[src/rtl/gpio_irq_pkg.sv]
package gpio_irq_pkg;
  typedef enum logic [3:0] {
    SNS_RISE = 4'h8,
    SNS_FALL = 4'h9,
    SNS_HIGH = 4'hA,
    SNS_LOW  = 4'hB,
    SNS_BOTH = 4'hC
  } sense_e;

  localparam logic [7:0] OFS_ACCEPT = 8'h14;
  localparam logic [7:0] OFS_EN_SET = 8'h18;
  localparam logic [7:0] OFS_EN_CLR = 8'h1C;
  localparam logic [7:0] OFS_RAW    = 8'h20;
  localparam logic [7:0] OFS_STATUS = 8'h24;
  localparam logic [7:0] OFS_ACK    = 8'h28;
  localparam logic [7:0] OFS_SENSE0 = 8'h40;
endpackage

[src/rtl/gpio_irq_regs.sv]
module gpio_irq_regs
  import gpio_irq_pkg::*;
#(
  parameter int NPINS   = 32,
  parameter int ADDR_W  = 8,
  parameter int DATA_W  = 32,
  parameter int SENSE_W = 4
) (
  input  logic                     clk_i,
  input  logic                     rst_ni,
  input  logic                     we_i,
  input  logic [ADDR_W-1:0]        addr_i,
  input  logic [DATA_W-1:0]        wdata_i,
  input  logic [NPINS-1:0]         pend_i,
  output logic [DATA_W-1:0]        rdata_o,
  output logic [NPINS-1:0]         accept_o,
  output logic [NPINS-1:0]         en_o,
  output logic [NPINS*SENSE_W-1:0] sense_o,
  output logic [NPINS-1:0]         ack_o
);
  localparam int FIELDS = DATA_W / SENSE_W;
  localparam int NREGS  = NPINS / FIELDS;

  logic [NPINS-1:0]             accept_q, en_q;
  logic [NREGS-1:0][DATA_W-1:0] sense_q;
  logic [NPINS-1:0]             en_set, en_clr;
  logic                         wr_accept, wr_set, wr_clr;

  assign wr_accept = we_i && (addr_i == ADDR_W'(OFS_ACCEPT));
  assign wr_set    = we_i && (addr_i == ADDR_W'(OFS_EN_SET));
  assign wr_clr    = we_i && (addr_i == ADDR_W'(OFS_EN_CLR));
  assign en_set    = wr_set ? wdata_i[NPINS-1:0] : '0;
  assign en_clr    = wr_clr ? wdata_i[NPINS-1:0] : '0;
  assign ack_o     = (we_i && (addr_i == ADDR_W'(OFS_ACK))) ? wdata_i[NPINS-1:0] : '0;

  always_ff @(posedge clk_i or negedge rst_ni) begin
    if (!rst_ni) begin
      accept_q <= '0;
      en_q     <= '0;
    end else begin
      if (wr_accept) accept_q <= wdata_i[NPINS-1:0];
      en_q <= (en_q | en_set) & ~en_clr;
    end
  end

  for (genvar m = 0; m < NREGS; m++) begin : g_sense
    logic wr_m;
    assign wr_m = we_i && (addr_i == ADDR_W'(OFS_SENSE0 + 4 * m));
    always_ff @(posedge clk_i or negedge rst_ni) begin
      if (!rst_ni)   sense_q[m] <= '0;
      else if (wr_m) sense_q[m] <= wdata_i;
    end
  end

  assign accept_o = accept_q;
  assign en_o     = en_q;
  assign sense_o  = sense_q;

  always_comb begin
    rdata_o = '0;
    if (addr_i == ADDR_W'(OFS_ACCEPT)) rdata_o[NPINS-1:0] = accept_q;
    if (addr_i == ADDR_W'(OFS_EN_SET) || addr_i == ADDR_W'(OFS_EN_CLR)) rdata_o[NPINS-1:0] = en_q;
    if (addr_i == ADDR_W'(OFS_RAW))    rdata_o[NPINS-1:0] = pend_i;
    if (addr_i == ADDR_W'(OFS_STATUS)) rdata_o[NPINS-1:0] = pend_i & en_q;
    for (int m = 0; m < NREGS; m++)
      if (addr_i == ADDR_W'(OFS_SENSE0 + 4 * m)) rdata_o = sense_q[m];
  end


  en_set_takes_chk: assert property (@(posedge clk_i) disable iff (!rst_ni)
    wr_set |=> ((en_q & $past(wdata_i[NPINS-1:0])) == $past(wdata_i[NPINS-1:0])));

  en_clr_takes_chk: assert property (@(posedge clk_i) disable iff (!rst_ni)
    wr_clr |=> ((en_q & $past(wdata_i[NPINS-1:0])) == '0));

  en_zero_bits_chk: assert property (@(posedge clk_i) disable iff (!rst_ni)
    (wr_set || wr_clr) |=> ((en_q & ~$past(wdata_i[NPINS-1:0])) == ($past(en_q) & ~$past(wdata_i[NPINS-1:0]))));
endmodule

[src/rtl/gpio_irq_detect.sv]
module gpio_irq_detect
  import gpio_irq_pkg::*;
#(
  parameter int NPINS   = 32,
  parameter int SENSE_W = 4
) (
  input  logic                     clk_i,
  input  logic                     rst_ni,
  input  logic [NPINS-1:0]         pin_i,
  input  logic [NPINS-1:0]         accept_i,
  input  logic [NPINS*SENSE_W-1:0] sense_i,
  output logic [NPINS-1:0]         evt_o
);
  logic [NPINS-1:0] prev_q;

  // tracks pins regardless of accept, so enabling later sees no stale edge
  always_ff @(posedge clk_i or negedge rst_ni) begin
    if (!rst_ni) prev_q <= '0;
    else         prev_q <= pin_i;
  end

  for (genvar n = 0; n < NPINS; n++) begin : g_pin
    logic [SENSE_W-1:0] code;
    logic               hit;
    assign code = sense_i[n*SENSE_W +: SENSE_W];
    always_comb begin
      case (code)
        SNS_RISE: hit =  pin_i[n] & ~prev_q[n];
        SNS_FALL: hit = ~pin_i[n] &  prev_q[n];
        SNS_HIGH: hit =  pin_i[n];
        SNS_LOW:  hit = ~pin_i[n];
        SNS_BOTH: hit =  pin_i[n] ^  prev_q[n];
        default:  hit = 1'b0;
      endcase
    end
    assign evt_o[n] = accept_i[n] & hit;
  end
endmodule

[src/rtl/gpio_irq_pend.sv]
module gpio_irq_pend #(
  parameter int NPINS = 32
) (
  input  logic             clk_i,
  input  logic             rst_ni,
  input  logic [NPINS-1:0] evt_i,
  input  logic [NPINS-1:0] ack_i,
  input  logic [NPINS-1:0] en_i,
  output logic [NPINS-1:0] pend_o,
  output logic             irq_lo_o,
  output logic             irq_hi_o
);
  localparam int HALF = NPINS / 2;

  logic [NPINS-1:0] pend_q, status;

  // a new event wins over a same-cycle acknowledge
  always_ff @(posedge clk_i or negedge rst_ni) begin
    if (!rst_ni) pend_q <= '0;
    else         pend_q <= (pend_q & ~ack_i) | evt_i;
  end

  assign status   = pend_q & en_i;
  assign pend_o   = pend_q;
  assign irq_lo_o = |status[HALF-1:0];
  assign irq_hi_o = |status[NPINS-1:HALF];


  ack_clears_chk: assert property (@(posedge clk_i) disable iff (!rst_ni)
    (|(ack_i & ~evt_i)) |=> ((pend_q & $past(ack_i & ~evt_i)) == '0));

  evt_sets_chk: assert property (@(posedge clk_i) disable iff (!rst_ni)
    (|evt_i) |=> ((pend_q & $past(evt_i)) == $past(evt_i)));

  no_spurious_pend_chk: assert property (@(posedge clk_i) disable iff (!rst_ni)
    ((pend_q & ~$past(pend_q) & ~$past(evt_i)) == '0));
endmodule

[src/rtl/gpio_irq_sense.sv]
module gpio_irq_sense #(
  parameter int NPINS   = 32,
  parameter int ADDR_W  = 8,
  parameter int DATA_W  = 32,
  parameter int SENSE_W = 4
) (
  input  logic              clk_i,
  input  logic              rst_ni,
  input  logic [NPINS-1:0]  pin_i,
  input  logic              bus_we_i,
  input  logic [ADDR_W-1:0] bus_addr_i,
  input  logic [DATA_W-1:0] bus_wdata_i,
  output logic [DATA_W-1:0] bus_rdata_o,
  output logic              irq_lo_o,
  output logic              irq_hi_o
);
  logic [NPINS-1:0]         accept, en, ack, evt, pend;
  logic [NPINS*SENSE_W-1:0] sense;

  gpio_irq_regs #(.NPINS(NPINS), .ADDR_W(ADDR_W), .DATA_W(DATA_W), .SENSE_W(SENSE_W)) regs_i (
    .clk_i(clk_i), .rst_ni(rst_ni), .we_i(bus_we_i), .addr_i(bus_addr_i),
    .wdata_i(bus_wdata_i), .pend_i(pend), .rdata_o(bus_rdata_o),
    .accept_o(accept), .en_o(en), .sense_o(sense), .ack_o(ack)
  );

  gpio_irq_detect #(.NPINS(NPINS), .SENSE_W(SENSE_W)) detect_i (
    .clk_i(clk_i), .rst_ni(rst_ni), .pin_i(pin_i), .accept_i(accept),
    .sense_i(sense), .evt_o(evt)
  );

  gpio_irq_pend #(.NPINS(NPINS)) pend_i (
    .clk_i(clk_i), .rst_ni(rst_ni), .evt_i(evt), .ack_i(ack), .en_i(en),
    .pend_o(pend), .irq_lo_o(irq_lo_o), .irq_hi_o(irq_hi_o)
  );


  irq_lo_follows_pend_chk: assert property (@(posedge clk_i) disable iff (!rst_ni)
    ((en[NPINS/2-1:0] == '0) |-> !irq_lo_o));
endmodule

[config.mk]
export PLATFORM = sky130hd
export DESIGN_NAME = gpio_irq_sense
export DESIGN_NICKNAME = d
export VERILOG_FILES = /design/src/rtl/gpio_irq_pkg.sv /design/src/rtl/gpio_irq_regs.sv /design/src/rtl/gpio_irq_detect.sv /design/src/rtl/gpio_irq_pend.sv /design/src/rtl/gpio_irq_sense.sv
export SDC_FILE = /design/constraint.sdc
export NUM_CORES = 1
export LEC_CHECK = 0
export BUFFER_PORTS_ARGS = -buffer_cell sky130_fd_sc_hd__buf_2
export CAP_MARGIN = 20
export CORE_UTILIZATION = 29
export CTS_BUF_LIST = sky130_fd_sc_hd__clkbuf_8 sky130_fd_sc_hd__clkbuf_16
export DETAILED_ROUTE_END_ITERATION = 10
export PLACE_DENSITY = 0.43
export SLEW_MARGIN = 15
export SYNTH_ARGS = -nofsm -noshare
export SYNTH_HDL_FRONTEND = slang
export SYNTH_SLANG_ARGS = --single-unit
[constraint.sdc]
create_clock -name clk_i -period 2.8 [get_ports clk_i]
set_clock_uncertainty 0.15 [all_clocks]
set_input_delay 0.28 -clock clk_i [delete_from_list [all_inputs] [get_ports clk_i]]
set_output_delay 0.28 -clock clk_i [all_outputs]
set_load 0.02 [all_outputs]
=== Word level (Yosys, flattened, before mapping) ===
Index checks and enable logic that the tools add are counted.

* Flip-flop bits (word level): 256
* ROM bits: 0
* Logic and storage cells: 431
* Input port bits: 75
* Memories: 0
* Bits in latches: 0
* Memory bits (writable): 0

* Magnitude comparators: 0
* Shifts and indexed selects: 0
* Muxes and demuxes: 43
* Divide/modulo/power cells: 0
* Equal/unequal tests: 170
* Bitwise gates (word level): 199
* Reduce and logical (&&, ||, !) cells: 11
* Add/sub/neg operators: 0
* Multiply operators: 0

{| class="wikitable"
|+ Operators with widths
! cell !! count
|-
| $eq A4 B4 Y1 const B || 160
|-
| $mux W32 || 11
|-
| $pmux W1 S5 || 32
|-
| $and A1 B1 Y1 || 96
|-
| $and A32 B32 Y32 || 3
|-
| $not A1 Y1 || 64
|-
| $not A32 Y32 || 2
|-
| $or A32 B32 Y32 || 2
|-
| $eq A8 B7 Y1 const B || 4
|-
| $reduce_or A16 Y1 || 2
|-
| $xor A1 B1 Y1 || 32
|-
| $eq A8 B5 Y1 const B || 3
|-
| $eq A8 B6 Y1 const B || 3
|-
| $logic_and A1 B1 Y1 || 8
|-
| $logic_or A1 B1 Y1 || 1
|}

=== Longest topological paths before layout ===
Gate-level depths: netlist of run 1.

* Word-level depth: 9
* Depth in mapped cells: 7
* Mapped depth without buffers: 6

=== Hierarchy ===
Synthesis of run 1 repeated with hierarchy kept, for this count alone.

* Cells, all modules: 1467
* Area, all modules: 15189.6 µm²

{| class="wikitable"
|+ By module, submodules not included
! module !! sequential area each (µm²) !! area each (µm²) !! times used !! cells an instance
|-
| gpio_irq_regs || 4804.6 || 10151.0 || 1 || 932
|-
| gpio_irq_detect || 800.8 || 3674.8 || 1 || 421
|-
| gpio_irq_pend || 800.8 || 1363.8 || 1 || 114
|}

=== Least setup slack after synthesis of run 1 ===
OpenSTA, ideal clock, no wires.

* Path type: in2out
* Start: input bus_addr_i[3]
* End: output bus_rdata_o[10]
* Cell stages on the path: 5
* Setup slack: 197 ps
* Data arrival time: 2173 ps
* Path through: or3_1 a2111oi_2 clkbuf_1 a21oi_1 o32ai_1

* Cells in the longest elaborated chain, start to end: 9
* Elaborated cells on any way between the ends: 18
* Classes of those cells: eq/ne (9); mux (8); reduce/logical (1)

{| class="wikitable"
|+ Ends and longest elaborated chain
! element !! RTL line !! RTL
|-
| start: declaration || gpio_irq_sense.sv:11 || <nowiki>input logic [ADDR_W-1:0] bus_addr_i,</nowiki>
|-
| $eq A8 B5 Y1 (on tied branches) || gpio_irq_regs.sv:61, gpio_irq_regs.sv:62 ||
|-
| $mux W32 / $logic_or A1 B1 Y1 (equally long branches) || gpio_irq_regs.sv:61, gpio_irq_regs.sv:62 ||
|-
| $mux W32 || gpio_irq_regs.sv:62 || <nowiki>if (addr_i == ADDR_W'(OFS_EN_SET) || addr_i == ADDR_W'(OFS_EN_CLR)) rdata_o[NPINS-1:0] = en_q;</nowiki>
|-
| $mux W32 || gpio_irq_regs.sv:63 || <nowiki>if (addr_i == ADDR_W'(OFS_RAW)) rdata_o[NPINS-1:0] = pend_i;</nowiki>
|-
| $mux W32 || gpio_irq_regs.sv:64 || <nowiki>if (addr_i == ADDR_W'(OFS_STATUS)) rdata_o[NPINS-1:0] = pend_i & en_q;</nowiki>
|-
| $mux W32 (3 in a row) || gpio_irq_regs.sv:66 || <nowiki>if (addr_i == ADDR_W'(OFS_SENSE0 + 4 * m)) rdata_o = sense_q[m];</nowiki>
|-
| $mux W32 * || gpio_irq_regs.sv:66 ||
|-
| end: declaration || gpio_irq_sense.sv:13 || <nowiki>output logic [DATA_W-1:0] bus_rdata_o,</nowiki>
|}

Mark *: on every way between the ends. The rest lies on a longest branch, timed or not.

=== Final worst setup path of run 1 ===
* Start: input bus_addr_i[3]
* End: output bus_rdata_o[12]

Same word-level chain as after synthesis.

==> results.py, run 1 <==
metrics = {
    "cts": {
        "clockBufferDepth": 3,
        "cts_root_buffer": "clkbuf_16",
        "clock_latency_ps": 560,
        "clkTransAtPathRegs_ps": 50,
        "numCtsBuffers": 34,
        "cts_sinks": 256,
        "h-tree-depth": 2,
        "cts_tree": "done",
    },
    "place": {
        "place_area_mm2": 0.0163,
        "portBuffers": 108,
        "place_inst": 2092,
        "hpwl_um": 34100,
        "gp_congestion": 0.785,
    },
    "floorplan": {
        "fp.dieW_um": 225,
        "num_rows": 81,
        "initial_core_util_pct": 29.5,
        "io_pins": 109,
        "die_h_um": 225,
        "core_area_mm2": 0.0491,
        "dieArea_mm2": 0.0508,
    },
    "cells_and_area": {
        "fill_cells": 4892,
        "n_antenna_cell": 0,
        "multi_input_area_mm2": 0.00766,
        "final_nets": 1669,
        "design_area_mm2": 0.0183,
        "drive_above_1_share_pct": 31.0,
        "register_area_mm2": 0.00641,
        "fin_cells": 2217,
        "syn2layout_area_growth_pct": 26.4,
    },
    "yosys": {
        "yosysMostFrequentCell": "dfrtp_1",
        "yosysTopAreaCellShare_pct": 44.3,
        "synth_cells": 1334,
        "syn_area_per_cell_um2": 10.8,
        "ys_warn_count": 0,
        "synthTopCellsByCount": "dfrtp_1 (256), mux2_2 (188), nand2_1 (125)",
        "syn_area_mm2": 0.0145,
        "synth_area_leader_cell": "dfrtp_1",
        "synth.area.top_cells": "dfrtp_1 (44%), mux2_2 (15%), ha_1 (5.5%)",
        "synth-edff-count": 0,
        "syn_nets": 1473,
        "synth_cell_types": 43,
        "ys_seq_elements": 256,
        "synthFlopType": "dfrtp_1",
        "synthArstFlopShare_pct": 100,
        "ys_seq_area_share_pct": 44.3,
    },
    "sta": {
        "tightest_slew_ps": 868,
        "tns_ps": 0,
        "max_freq_mhz": 366,
        "fin_crit_ps": 2730,
        "rsz0062_at_grt": "false",
        "setup_viol": 0,
        "max_slew_margin_pct": 41.5,
        "slew_viol_final": 0,
        "fin_crit_sh_pct": 97.6,
        "hold_viol": 0,
    },
    "grt": {
        "antenna_found_initial": 1,
        "grt_max_degree": 78,
        "grt_pass1_wl_um": 75400,
        "grt-ovfl-total": 0,
        "grt_util_all_layers_pct": 20.0,
        "grt_pass1_vias": 11690,
    },
    "drt": {
        "drtIter0Drc": 819,
        "viasPerCell": 5.17,
        "wl_per_cell_um": 22.5,
        "vias": 11471,
        "drt_pass1_iterations": 4,
        "antenna_left": 0,
        "route.detailed.drc": 0,
        "drt-total-wl_um": 50000,
    },
    "worst_setup_path": {
        "cp.arrival_ps": 2300,
        "crit_type": "primary input to output port",
        "worstSetupEndpointType": "output port",
        "rrSetupSlack_ps": 880,
        "crit_required_ps": 2370,
        "worstSetupStartpointType": "primary input",
        "cp_max_fo": 18,
    },
    "run": {
        "timing.max_cap.violations": 0,
    },
    "power": {
        "pwr_density_cell_mw_per_mm2": 535,
        "leakage_nw": 8.52,
        "power_w": 0.00978,
        "ir_drop_uv": 311,
    },
    "hold_path": {
        "min_path_type": "primary input to async pin",
    },
    "outcome": {
        "status": "finished clean",
    },
}
==> placed cells by master, fill, tap and decap left out, drive strengths merged, types with 42 or more instances in the layout <==
cell / instances
a21oi: 94
buf: 173
clkbuf: 42
dfrtp: 256
dlygate4sd3: 65
ha: 64
inv: 73
mux2: 222
nand2: 125
o21ai: 54
==> through the flow <==
step	worst slack, ps	hold WS, ps	util, %
after global placement	-142	188	33.2
after global routing	20.0	216	37.3
after CTS	7.71	178	37.1
after detailed placement	-189	185	33.2
final	68.5	165	37.3
after floorplan	197	-166	-
==> final cells by class <==
class	instances	area share (%)
flip-flops and latches	256	35.1
clock buffers	42	5.32
inverters	66	1.36
well taps	664	4.55
repair buffers	238	10.5
multi-input cells	934	41.9
clock inverters	17	1.27
==> state kept, by name (all words and copies together), names as in the netlist <==
register and cells:
regs_i.accept_o 32, regs_i.en_o 32, regs_i.sense_o 128, pend_i.pend_o 32, detect_i.prev_q 32
==> routing by layer <==
layer | vias to the layer above | global-route usage (%) | wire (um)
li1 | 5281 | - | -
met1 | 5810 | 28.4 | 23900
met2 | 308 | 31.0 | 22500
met3 | 72 | 3.32 | 2290
met4 | 0 | 6.10 | 1240
met5 | - | 0 | 0
==> worst paths after layout <==
check	startpoint	end	cells after the start
min in group clk_i	pin_i[14]	detect_i.prev_q[14]$_DFF_PN0_	2
min	rst_ni	detect_i.prev_q[18]$_DFF_PN0_	2
max	bus_addr_i[3]	bus_rdata_o[12]	8
max in group asynchronous	rst_ni	regs_i.sense_o[49]$_DFFE_PN0P_	3
min reg2reg	regs_i.accept_o[6]$_DFFE_PN0P_	regs_i.accept_o[6]$_DFFE_PN0P_	1
max reg2reg	detect_i.prev_q[14]$_DFF_PN0_	pend_i.pend_o[14]$_DFF_PN0_	6
==> what timing repair did <==
action / 4_1_cts / 5_1_grt
endpoints found under the setup margin: 19 / 20
pin swaps: 1 / 4
hold endpoints to repair: 286 / 0
setup buffers: 1 / 0
gates cloned: 0 / 0
hold buffers: 65 / 0
resized for setup: 8 / 15
==> worst max-delay path: stages <==
cell and delay (ps):
buf_4 130, or3_1 460, a2111oi_4 330, buf_4 200, buf_12 180, o22ai_1 100
o22ai_1 360, buf_2 240
==> where the power goes <==
group | switching, W | internal (W)
Sequential | 0.000191 | 0.00387
Clock | 0.00178 | 0.00293
Combinational | 0.000544 | 0.000467
==> cells by family (layout without fill, tap and decap cells) <==
logic type                 Yosys count  after routing  synth area share (%)
and+or+nand+nor                    244            244                  7.75
DFF                                256            256                  44.3
AOI/OAI and AO/OA                  345            345                  16.4
adders and majority gates           64             64                  5.54
muxes                              252            252                  20.2
buffers and inverters              144            363                  4.03
xor gates and xnor gates            29             29                  1.76
(Power assumes the default switching activity.)
==> run 2, diff against run 1 <==
Clock period 2.8 ns to 3.39 ns, I/O delays scaled along.
==> results.py, run 2 (synthesis results as in run 1) <==
metrics = {
    "outcome": {
        "status": "finished clean",
    },
    "sta": {
        "fin_crit_sh_pct": 90.0,
        "hold_viol": 0,
        "max_freq_mhz": 328,
        "tightest_slew_ps": 979,
        "max_slew_margin_pct": 33.8,
        "rsz0062_at_grt": "false",
        "fin_ws_ps": 340,
        "tns_ps": 0,
        "fin_crit_ps": 3050,
        "slew_viol_final": 0,
        "setup_viol": 0,
    },
    "worst_setup_path": {
        "cp.buffers_inverters": 3,
        "crit_path_top_delay_cell": "o31ai_1",
        "cp_max_fo": 31,
        "worstSetupStartpointType": "primary input",
        "crit_chain": "buf_2, or3b_2, a2111oi_4, buf_12, a21oi_1, o31ai_1, buf_2",
        "crit_type": "primary input to output port",
        "crit_required_ps": 2900,
        "cp.arrival_ps": 2560,
        "crit_path_frequent_cell": "buf_2",
        "max_stage_delay_ps": 560,
        "worstSetupEndpointType": "output port",
        "crit_family": "compound AO/OA/AOI/OAI gates",
    },
    "place": {
        "place_ws_ps": 357,
        "portBuffers": 108,
        "hpwl_um": 33800,
        "gp_congestion": 0.813,
    },
    "drt": {
        "drt_pass1_iterations": 7,
        "antenna_left": 0,
        "drt-total-wl_um": 49600,
        "drtIter0Drc": 739,
        "vias": 11363,
        "route.detailed.drc": 0,
        "viasPerCell": 5.19,
        "wl_per_cell_um": 22.6,
    },
    "cells_and_area": {
        "final_nets": 1646,
        "syn2layout_area_growth_pct": 22.5,
        "n_antenna_cell": 0,
        "final_cell_mix": "dfrtp_1 (256), mux2_2 (188), nand2_1 (125)",
        "fill_cells": 4984,
        "drive_above_1_share_pct": 28.7,
        "layout_commonest_cell": "dfrtp_1",
        "largest_register_ffs": 128,
    },
    "floorplan": {
        "core_area_mm2": 0.0491,
        "num_rows": 81,
        "initial_core_util_pct": 29.5,
        "io_pins": 109,
        "die_h_um": 225,
        "dieArea_mm2": 0.0508,
        "fp.dieW_um": 225,
    },
    "grt": {
        "grt_max_degree": 128,
        "grt_pass1_wl_um": 75000,
        "grt_util_all_layers_pct": 20.0,
        "grt_pass1_vias": 11469,
        "grt-ovfl-total": 0,
        "antenna_found_initial": 0,
    },
    "cts": {
        "cts_sinks": 256,
        "clockBufferDepth": 3,
        "clock_latency_ps": 530,
        "numCtsBuffers": 34,
        "cts_root_buffer": "clkbuf_16",
        "cts_tree": "done",
        "clkTransAtPathRegs_ps": 50,
        "cts_resized": 0,
        "h-tree-depth": 2,
    },
    "run": {
        "timing.max_cap.violations": 0,
    },
    "power": {
        "pwr_density_cell_mw_per_mm2": 432,
        "leakage_nw": 8.27,
        "power_w": 0.00765,
        "ir_drop_uv": 248,
    },
    "hold_path": {
        "min_path_type": "primary input to register",
    },
}
## run 2: changes by cell type in the layout (fill, tap and decap cells not counted), moves of 2 or more
cell	previous run	this run
o32ai_2	16	0
bufinv_16	5	0
buf_2	103	105
buf_4	51	37
clkinv_8	2	0
buf_12	17	8
clkinv_2	2	5
clkbuf_16	35	37
o32ai_1	11	27
## run 2: power breakdown
part           switching [W]  internal (W)  total (W)
sequential          0.000154       0.00319    0.00335
combinational       0.000448      0.000372   0.000820
clock                0.00138       0.00210    0.00348
## run 2: area by class of cell
type / count / area [um2] / share of cell area [%]
multi-input combinational: 934 / 7530 / 42.5
sequential: 256 / 6410 / 36.2
timing repair buffer: 215 / 1620 / 9.14
clock buffer: 44 / 1020 / 5.77
tap: 664 / 831 / 4.69
inverter: 66 / 248 / 1.40
clock inverter: 12 / 56.3 / 0.318
## run 2: final timing paths
path	startpoint	to	slack, ps	cells past startpoint
setup / recovery	bus_addr_i[5]	bus_rdata_o[15]	340	7
hold / removal	bus_wdata_i[16]	regs_i.en_o[16]$_DFF_PN0_	50	2
setup reg to reg	detect_i.prev_q[26]$_DFF_PN0_	pend_i.pend_o[26]$_DFF_PN0_	1450	6
hold reg to reg	regs_i.accept_o[20]$_DFFE_PN0P_	regs_i.accept_o[20]$_DFFE_PN0P_	380	1
max in group asynchronous	rst_ni	regs_i.sense_o[20]$_DFFE_PN0P_	1890	3
min in group asynchronous	rst_ni	detect_i.prev_q[10]$_DFF_PN0_	320	2
## run 2: worst register-to-register path: cells and delay by family (launching register included)
family	cells	cell delay (ps)
DFF	1	380
muxes	2	190
adders and majority gates	1	120
buffers and inverters	1	60
AOI/OAI and AO/OA	2	980
## run 2: what timing repair did
action | in CTS | in global routing
hold endpoints to repair | 165 | 0
endpoints found under the setup margin | 0 | 0
setup buffers | 0 | 0
hold buffers | 64 | 0
## run 2: metrics by stage
stage          hold WS (ps)  util, %  instances  area [um2]
2_1_floorplan          -107        -       1334       14500
3_3_place_gp            321     32.6       2071       16000
3_5_place_dp            315     32.6       2071       16000
4_1_cts                12.2     36.1       2191       17700
5_1_grt                44.7     36.1       2191       17700
6_report               48.1     36.1       2191       17700
## run 2: metal layers
layer	share of wire (%)	vias up	global-route usage [%]
met5	0	-	0
met4	2.5	0	5.57
met3	6.0	83	4.29
met2	45	339	30.7
met1	47	5720	28.1
li1	-	5221	-
==> run 3, diff against run 2 <==
Settings changed: CORE_UTILIZATION 29 to 40, PLACE_DENSITY 0.43 to 0.56, SYNTH_HIERARCHICAL set to 1.
==> results.py, run 3 <==
metrics = {
    "worst_setup_path": {
        "crit_path_frequent_cell": "buf_2",
        "worst_r2r_path_depth": 5,
        "worstSetupStartpointType": "primary input",
        "max_stage_delay_ps": 740,
        "crit_path_top_delay_cell": "or3_1",
        "worstSetupEndpointType": "output port",
        "critPathLaunch": "bus_addr_i[5]",
        "cp.arrival_ps": 2740,
        "crit_chain": "buf_2, or4b_1, or3_1, a32o_1, a31oi_1, buf_2",
        "crit_type": "primary input to output port",
        "cp_max_fo": 23,
        "crit_required_ps": 2900,
        "crit_family": "simple AND/OR/NAND/NOR gates",
        "cp.buffers_inverters": 2,
        "cp.depth": 6,
        "reg2reg_from": "detect_i/prev_q[17]$_DFF_PN0_",
    },
    "cells_and_area": {
        "final_nets": 1785,
        "layout_commonest_cell": "dfrtp_1",
        "n_antenna_cell": 0,
        "final_cell_mix": "dfrtp_1 (256), mux2_2 (139), buf_2 (106)",
        "drive_above_1_share_pct": 24.5,
        "largest_register_ffs": 128,
        "syn2layout_area_growth_pct": 20.2,
        "design_area_mm2": 0.0183,
    },
    "power": {
        "comb_power_share_pct": 10.0,
        "sequentialPowerShare_pct": 44.5,
        "leakage_nw": 8.60,
        "clkPwrFrac_pct": 45.5,
        "pwr_density_cell_mw_per_mm2": 415,
        "p_switching_w": 0.00194,
        "ir_drop_uv": 434,
        "p_int_w": 0.00564,
        "switching_share_pct": 25.6,
    },
    "yosys": {
        "synth.area.top_cells": "dfrtp_1 (42%), mux2_2 (10%), ha_1 (5.3%)",
        "synth_cell_types": 54,
        "ys_warn_count": 6,
        "ys_seq_area_share_pct": 42.2,
        "syn_area_per_cell_um2": 10.4,
        "synth-edff-count": 0,
        "yosysMostFrequentCell": "dfrtp_1",
        "syn_area_mm2": 0.0152,
        "yosysTopAreaCellShare_pct": 42.2,
        "synth_cells": 1467,
        "syn_nets": 1606,
        "synthArstFlopShare_pct": 100,
        "ys_seq_elements": 256,
        "synthTopCellsByCount": "dfrtp_1 (256), mux2_2 (139), inv_1 (97)",
        "synth_area_leader_cell": "dfrtp_1",
        "synthFlopType": "dfrtp_1",
    },
    "grt": {
        "antenna_found_initial": 1,
        "grt_pass1_wl_um": 77900,
        "use_met1_pct": 38.5,
        "grt_pass1_vias": 12373,
        "grt_max_degree": 102,
        "grt_busiest_layer": "met2",
        "met3_usage_pct": 4.33,
        "grt_util_met2_pct": 41.0,
        "grt_util_all_layers_pct": 26.6,
        "grt-ovfl-total": 0,
    },
    "floorplan": {
        "io_pins": 109,
        "die_h_um": 197,
        "fp.dieW_um": 197,
        "initial_core_util_pct": 40.5,
        "dieArea_mm2": 0.0388,
        "num_rows": 71,
        "core_area_mm2": 0.0375,
    },
    "place": {
        "gp_congestion": 0.906,
        "hpwl_um": 35600,
        "place_ws_ps": 211,
        "place_area_mm2": 0.0166,
        "portBuffers": 108,
    },
    "sta": {
        "setup_viol": 0,
        "hold_viol": 0,
        "max_slew_margin_pct": 35.9,
        "fin_crit_ps": 3230,
        "tns_ps": 0,
        "max_freq_mhz": 310,
        "rsz0062_at_grt": "false",
        "slew_viol_final": 0,
        "tightest_slew_ps": 962,
        "fin_ws_ps": 159,
        "fin_crit_sh_pct": 95.3,
    },
    "cts": {
        "clkTransAtPathRegs_ps": 60,
        "h-tree-depth": 1,
        "cts_root_buffer": "clkbuf_16",
        "cts_tree": "done",
        "cts_sinks": 256,
        "clockBufferDepth": 3,
        "numCtsBuffers": 31,
        "clock_latency_ps": 580,
    },
    "drt": {
        "vias": 12728,
        "route.detailed.drc": 0,
        "wl_per_cell_um": 23.5,
        "viasPerCell": 5.85,
        "drt-total-wl_um": 51200,
        "drt_pass1_iterations": 6,
        "drtIter0Drc": 1392,
        "antenna_left": 0,
    },
    "hold_path": {
        "min_path_type": "primary input to async pin",
    },
    "run": {
        "timing.max_cap.violations": 0,
    },
    "outcome": {
        "status": "finished clean",
    },
}
run 3: changes by cell type in the layout (fill, tap and decap cells not counted), sizes merged, moves of 32 or more:
| cell | delta |
|---|---|
| nand2 | -57 |
| a21o | +34 |
| nand3 | +50 |
| nor4b | +33 |
| mux2 | -45 |
| a211oi | +32 |
| and2 | +33 |
run 3: worst paths after layout:
check / end / slack, ps
hold reg to reg: regs_i/sense_o[103]$_DFFE_PN0P_ / 380
hold / removal: detect_i/prev_q[6]$_DFF_PN0_ / 240
min in group clk_i: regs_i/sense_o[57]$_DFFE_PN0P_ / 270
setup reg to reg: pend_i/pend_o[17]$_DFF_PN0_ / 1650
setup / recovery: bus_rdata_o[0] / 160
max in group asynchronous: detect_i/prev_q[10]$_DFF_PN0_ / 1980
run 3: stage by stage:
stage	utilization (%)	std cells	power, W	hold slack (ps)
floorplan	-	1467	0.00373	-107
global placement	44.2	2059	0.00410	335
detailed placement	44.2	2059	0.00412	325
CTS	48.7	2177	0.00763	242
global route	48.7	2177	0.00784	288
finish	48.7	2177	0.00758	241
run 3: cells by family after synthesis:
family	Yosys count	share of synthesized area [%]
compound gates	353	16.3
xor+xnor	31	1.79
fa+ha+maj	64	5.27
buf+inv	180	4.75
flops	256	42.2
mux	203	15.6
simple gates	380	14.2
run 3: repair_timing:
item	4_1_cts	5_1_grt
endpoints found under the setup margin	0	0
buffers inserted	0	0
endpoints found under the hold margin	234	0
hold buffers	65	0
resized for setup	0	0
run 3: power groups by stage:
stage          sequential, W  combinational (W)  clock, W
3_3_place_gp         0.00342           0.000677         0
2_1_floorplan        0.00335           0.000374         0
4_1_cts              0.00337           0.000756   0.00351
5_1_grt              0.00339           0.000829   0.00362
6_report             0.00337           0.000754   0.00345
3_5_place_dp         0.00342           0.000693         0
run 3: final cells by class:
class / count / area (um2)
Clock buffer: 42 / 927
Clock inverter: 11 / 128
Fill cell: 3480 / 19200
Inverter: 98 / 368
Multi-Input combinational cell: 1031 / 8120
Sequential cell: 256 / 6410
Tap cell: 511 / 639
Timing Repair Buffer: 228 / 1670
run 3: routing by layer:
layer	vias to the layer above	part of all wire, %
li1	5749	-
met1	6358	46
met2	525	45
met3	96	7.1
met4	0	2.6
met5	-	0
